**src/rtl/fbt_pkg.sv**
```systemverilog
package fbt_pkg;
    // Width of the scaling factor (largest factor 1250 fits in 11 bits)
    localparam int unsigned FACT_W = 11;
    // Width of the rate-select code
    localparam int unsigned SEL_W  = 4;
    // Width of the prescaler divide code
    localparam int unsigned PS_W   = 10;
    // Number of defined rate codes
    localparam int unsigned NUM_RATES = 10;

    // Scaling factor for a rate code; unknown codes map to 1
    function automatic logic [FACT_W-1:0] factor_of(input logic [SEL_W-1:0] code);
        logic [FACT_W-1:0] f;
        unique case (code)
            4'd0:    f = FACT_W'(1);
            4'd1:    f = FACT_W'(2);
            4'd2:    f = FACT_W'(4);
            4'd3:    f = FACT_W'(8);
            4'd4:    f = FACT_W'(24);
            4'd5:    f = FACT_W'(64);
            4'd6:    f = FACT_W'(128);
            4'd7:    f = FACT_W'(264);
            4'd8:    f = FACT_W'(625);
            4'd9:    f = FACT_W'(1250);
            default: f = FACT_W'(1);
        endcase
        return f;
    endfunction
endpackage

```
**src/rtl/fbt_prescaler.sv**
```systemverilog
module fbt_prescaler #(
    parameter int unsigned PRESCALE_CODE = 30
) (
    input  logic clk,
    input  logic rst_n,
    output logic tick
);
    localparam int unsigned DIV  = PRESCALE_CODE + 2;
    localparam int unsigned CW   = $clog2(DIV);
    localparam logic [CW-1:0] LAST = CW'(DIV - 1);

    typedef struct packed {
        logic [CW-1:0] cnt;
    } ps_state_t;

    ps_state_t s_d, s_q;

    always_comb begin
        s_d = s_q;
        if (s_q.cnt == LAST) begin
            s_d.cnt = '0;
        end else begin
            s_d.cnt = s_q.cnt + CW'(1);
        end
    end

    always_ff @(posedge clk or negedge rst_n) begin
        if (!rst_n) begin
            s_q <= '0;
        end else begin
            s_q <= s_d;
        end
    end

    assign tick = (s_q.cnt == LAST);
endmodule

```
**src/rtl/fbt_scale_lut.sv**
```systemverilog
module fbt_scale_lut
    import fbt_pkg::*;
(
    input  logic              clk,
    input  logic              rst_n,
    input  logic [SEL_W-1:0]  baud_sel,
    output logic [FACT_W-1:0] factor,
    output logic              cfg_err
);
    typedef struct packed {
        logic err;
    } lut_state_t;

    lut_state_t s_d, s_q;

    always_comb begin
        s_d     = s_q;
        s_d.err = (32'(baud_sel) >= NUM_RATES);
    end

    always_ff @(posedge clk or negedge rst_n) begin
        if (!rst_n) begin
            s_q <= '0;
        end else begin
            s_q <= s_d;
        end
    end

    // Factor is used combinationally at the start strobe; error flag is registered
    assign factor  = factor_of(baud_sel);
    assign cfg_err = s_q.err;
endmodule

```
**src/rtl/fbt_channel.sv**
```systemverilog
module fbt_channel
    import fbt_pkg::*;
#(
    parameter int unsigned BITS_W = 16
) (
    input  logic              clk,
    input  logic              rst_n,
    input  logic              tick,
    input  logic              start,
    input  logic              cancel,
    input  logic [BITS_W-1:0] bits,
    input  logic [FACT_W-1:0] factor,
    output logic              expire,
    output logic              busy
);
    localparam int unsigned CNT_W = BITS_W + FACT_W;

    typedef struct packed {
        logic [CNT_W-1:0] rem;
        logic             busy;
        logic             expire;
    } ch_state_t;

    ch_state_t s_d, s_q;
    logic [CNT_W-1:0] product;

    assign product = CNT_W'(bits) * CNT_W'(factor);

    always_comb begin
        s_d        = s_q;
        s_d.expire = 1'b0;
        if (cancel) begin
            s_d.rem  = '0;
            s_d.busy = 1'b0;
        end else if (start) begin
            if (product == '0) begin
                s_d.rem    = '0;
                s_d.busy   = 1'b0;
                s_d.expire = 1'b1;
            end else begin
                s_d.rem  = product;
                s_d.busy = 1'b1;
            end
        end else if (s_q.busy && tick) begin
            if (s_q.rem == CNT_W'(1)) begin
                s_d.rem    = '0;
                s_d.busy   = 1'b0;
                s_d.expire = 1'b1;
            end else begin
                s_d.rem = s_q.rem - CNT_W'(1);
            end
        end
    end

    always_ff @(posedge clk or negedge rst_n) begin
        if (!rst_n) begin
            s_q <= '0;
        end else begin
            s_q <= s_d;
        end
    end

    assign expire = s_q.expire;
    assign busy   = s_q.busy;
endmodule

```
**src/rtl/fbus_bit_timer.sv**
```systemverilog
module fbus_bit_timer
    import fbt_pkg::*;
#(
    parameter int unsigned NUM_CH        = 2,
    parameter int unsigned BITS_W        = 16,
    parameter int unsigned PRESCALE_CODE = 30
) (
    input  logic                     clk,
    input  logic                     rst_n,
    input  logic [SEL_W-1:0]         baud_sel,
    input  logic [NUM_CH-1:0]        tmr_start,
    input  logic [NUM_CH*BITS_W-1:0] tmr_bits,
    input  logic [NUM_CH-1:0]        tmr_cancel,
    output logic [NUM_CH-1:0]        tmr_expire,
    output logic [NUM_CH-1:0]        tmr_busy,
    output logic                     config_error
);
    logic              tick_w;
    logic [FACT_W-1:0] factor_w;

    fbt_prescaler #(
        .PRESCALE_CODE(PRESCALE_CODE)
    ) u_prescale (
        .clk  (clk),
        .rst_n(rst_n),
        .tick (tick_w)
    );

    fbt_scale_lut u_lut (
        .clk     (clk),
        .rst_n   (rst_n),
        .baud_sel(baud_sel),
        .factor  (factor_w),
        .cfg_err (config_error)
    );

    for (genvar i = 0; i < NUM_CH; i++) begin : g_ch
        fbt_channel #(
            .BITS_W(BITS_W)
        ) u_ch (
            .clk   (clk),
            .rst_n (rst_n),
            .tick  (tick_w),
            .start (tmr_start[i]),
            .cancel(tmr_cancel[i]),
            .bits  (tmr_bits[i*BITS_W +: BITS_W]),
            .factor(factor_w),
            .expire(tmr_expire[i]),
            .busy  (tmr_busy[i])
        );
    end
endmodule

```
**config.mk**
```make
export PLATFORM = sky130hd
export DESIGN_NAME = fbus_bit_timer
export DESIGN_NICKNAME = d
export VERILOG_FILES = /design/src/rtl/fbt_pkg.sv /design/src/rtl/fbt_prescaler.sv /design/src/rtl/fbt_scale_lut.sv /design/src/rtl/fbt_channel.sv /design/src/rtl/fbus_bit_timer.sv
export SDC_FILE = /design/constraint.sdc
export NUM_CORES = 1
export LEC_CHECK = 0
export BUFFER_PORTS_ARGS = -buffer_cell sky130_fd_sc_hd__buf_2
export CORE_MARGIN = 5
export CORE_UTILIZATION = 40
export DETAILED_ROUTE_END_ITERATION = 6
export HOLD_SLACK_MARGIN = 0.1
export SLEW_MARGIN = 20
export SYNTH_ARGS = -nofsm -noshare
export SYNTH_HDL_FRONTEND = slang
export SYNTH_SLANG_ARGS = --single-unit
```
**constraint.sdc**
```tcl
create_clock -name clk -period 3.3 [get_ports clk]
set_clock_uncertainty 0.05 [all_clocks]
set_input_delay 0.495 -clock clk [delete_from_list [all_inputs] [get_ports clk]]
set_output_delay 0.495 -clock clk [all_outputs]
set_load 0.01 [all_outputs]
```
==> flow_summary.json <==
{
  "status": "complete, but fails checks",
  "violations": "negative setup slack",
  "place_congestion": 0.893,
  "stdcell_count": 2752,
  "finalWorstSetupSlack_ps": -2970,
  "drv_slew": 0,
  "drt_iter0_markers": 755,
  "post-route-min-period_ps": 6270,
  "yosys_register_bits": 64,
  "via_per_inst": 5.30,
  "dpl.cell_count": 2657,
  "drt-pass1-iter-count": 5,
  "core_area_mm2": 0.0395,
  "post-route-util_pct": 56.1,
  "max-cap-violations": 0,
  "overflow": 0,
  "io_buffers": 46,
  "grt_first_pass_wirelength_um": 76100,
  "vias": 14600,
  "initial_core_util_pct": 40.2,
  "drive_above_1_share_pct": 35.6,
  "final_nets": 2654,
  "syn_to_final_growth_pct": 39.7,
  "swShare_pct": 43.5,
  "cts_buffer_depth": 2,
  "die_area_mm2": 0.0437,
  "io_pins": 47,
  "p_per_area_mw_per_mm2": 373,
  "p_seq_share_pct": 12.8,
  "wl_per_cell_um": 17.3,
  "grt_pass1_vias": 15700,
  "grt_max_degree": 65,
  "clkSinkCount": 64,
  "worstSetupStartpointType": "primary input",
  "mappedNetlistNets": 2330,
  "comb_power_share_pct": 74.5,
  "die_w_um": 209,
  "antenna_found_initial": 1,
  "r2r-start": "g_ch[1].u_ch.s_q[20]$_DFFE_PN0P_",
  "ctsHoldBuffers": 0,
  "crit_end": "g_ch[0].u_ch.busy$_DFFE_PN0P_",
  "crit_start": "baud_sel[1]",
  "rsz0062_at_grt": "true",
  "reg2reg_to": "g_ch[1].u_ch.s_q[26]$_DFFE_PN0P_",
  "hold_path.class": "primary input to async pin",
  "fmax_mhz": 160,
  "worst_slew_pin_slew_ps": 1070,
  "htree_levels": 3,
  "hpwl_um": 35700,
  "synth_cells": 1898,
  "design_area_mm2": 0.0221,
  "reg2reg_slack_ps": 140,
  "crit_fanout": 6,
  "diodes": 0,
  "final_common_cell": "buf_4",
  "grt_usage_pct": 21.0,
  "endpoint_kind": "flip-flop",
  "syn_area_mm2": 0.0158,
  "worstPathRequired_ps": 3480,
  "fin_crit_sh_pct": 190,
  "postRouteAntennaNets": 0,
  "path_class": "primary input to flip-flop",
  "reg2regPathDepth": 8,
  "most-common-layout-cells": "buf_4 (284), nand2_1 (256), inv_1 (233)",
  "fin_tns_setup_ps": -107730,
  "clock_latency_ps": 350,
  "relSlewSlack_pct": 28.5,
  "die_y_um": 209,
  "synth-main-ff-cell": "dfrtp_1",
  "setup_viol": 52,
  "remaining_drc_errors": 0,
  "synth-edff-count": 0,
  "synth.distinct_cells": 83,
  "crit_arrival_ps": 6450,
  "pwr-share-clk_pct": 12.7,
  "cts_buffers": 9,
  "placed_area_mm2": 0.0189,
  "p_int_uw": 4660,
  "p_sw_uw": 3590,
  "synth-seq-area-share_pct": 10.1,
  "finalWirelength_um": 47500,
  "fill_cells": 3421,
  "placementRows": 73,
  "cts-root-buf": "clkbuf_16",
  "cts_tree": "built",
  "path_clk_slew_ps": 60,
  "p_leak_uw": 0.0106,
  "final_hold_viol_count": 0,
  "yosysWarnings": 0,
  "syn_area_per_cell_um2": 8.35,
  "peakVddDrop_mv": 0.257,
  "async_flop_share_pct": 100
}
## power by group through the flow
stage | registers (uW) | logic (uW) | clock network, uW
after floorplan | 1020 | 2660 | 0
after global placement | 1050 | 4350 | 0
after detailed placement | 1060 | 4410 | 0
after CTS | 1050 | 5430 | 1080
after global routing | 1080 | 6660 | 1120
final | 1050 | 6140 | 1050
## what timing repair did
action                                 in CTS  in global routing
resized for setup                         277                218
setup endpoints to repair                  53                 53
setup buffers                              55                 41
endpoints found under the hold margin       0                  0
cloned                                      5                  3
pin swaps                                 118                144
## state kept, by name (all words and copies together) (netlist names)
| name | count |
|---|---|
| u_prescale.s_q | 5 |
| g_ch.u_ch.s_q | 54 |
| g_ch.u_ch.busy | 2 |
| u_lut.cfg_err | 1 |
| g_ch.u_ch.expire | 2 |
## cells by family after synthesis
kind of cell / Yosys count / synth area share (%)
compound gates: 302 / 12.7
xor+xnor: 46 / 2.54
fa+ha+maj: 390 / 42.6
buf+inv: 399 / 9.74
flops: 64 / 10.1
mux: 3 / 0.205
simple gates: 694 / 22.1
## worst max-delay path, stage by stage
cell and delay (ps):
buf_12 90, inv_12 30, ha_4 140, and2b_2 210, and2_4 140, a31o_4 250
buf_8 140, and2_4 150, fa_1 510, inv_2 40, fa_2 520, inv_2 40
fa_2 570, fa_1 410, fa_1 600, ha_4 220, buf_4 160, nand2_2 80
o21bai_4 50, or3b_1 370, o311ai_2 90, a211oi_2 80, or4_4 530, nor4_4 230
nand3_1 100, a32o_1 210
## through the flow
step	total power [uW]	hold WS [ps]	setup slack, ps
after floorplan	3680	149	-3450
after global placement	5400	388	-3530
after detailed placement	5470	393	-3590
after CTS	7560	335	-2910
after global routing	8860	380	-3170
final	8240	282	-2970
## synth_stat cells (all sizes together), types with 8 or more instances
cell type	number	share of area (%)
o21a	11	0.52
nand4	9	0.39
or3	17	0.73
o21bai	8	0.38
a21oi	78	2.5
nand3	28	0.92
o21ai	78	2.5
and2	158	6.2
a221o	8	0.51
a21o	27	1.3
nor4	26	1.1
dfrtp	64	10
o31ai	8	0.38
xnor2	25	1.4
nor2	61	1.4
clkbuf	92	2.2
inv	289	6.8
ha	140	11
or4	8	0.38
nor3	35	1.1
o211ai	11	0.52
o221ai	10	0.55
buf	18	0.72
fa	250	32
a211oi	8	0.38
nand2	284	6.7
xor2	21	1.2
and3	30	1.2
## layout make-up
class                   count  area (um2)  share of cell area (%)
clock buffers               9         225                    1.02
clock inverters             7        96.3                   0.435
inverters                 289        1110                    5.01
multi-input cells        1435       14800                    66.8
flip-flops and latches     64        1600                    7.24
well taps                 525         657                    2.97
repair buffers            423        3660                    16.5
## layer usage
metal / up-vias / global-route usage, % / part of all wire [%]
met5: - / 0 / 0
met4: 0 / 5.36 / 2.5
met3: 79 / 2.51 / 3.3
met2: 312 / 39.7 / 54
met1: 7398 / 25.2 / 40
li1: 6795 / - / -
## how the worst min path moves through the flow
stage / startpoint / endpoint / slack (ps)
finish: rst_n / g_ch[1].u_ch.s_q[25]$_DFFE_PN0P_ / 280
CTS: rst_n / g_ch[1].u_ch.s_q[25]$_DFFE_PN0P_ / 340
global route: rst_n / g_ch[1].u_ch.s_q[25]$_DFFE_PN0P_ / 380
detailed placement: u_prescale.s_q[0]$_DFF_PN0_ / u_prescale.s_q[0]$_DFF_PN0_ / 390
global placement: u_prescale.s_q[0]$_DFF_PN0_ / u_prescale.s_q[0]$_DFF_PN0_ / 390
floorplan: rst_n / g_ch[0].u_ch.busy$_DFFE_PN0P_ / 150
Power figures use the tool's default switching activity.
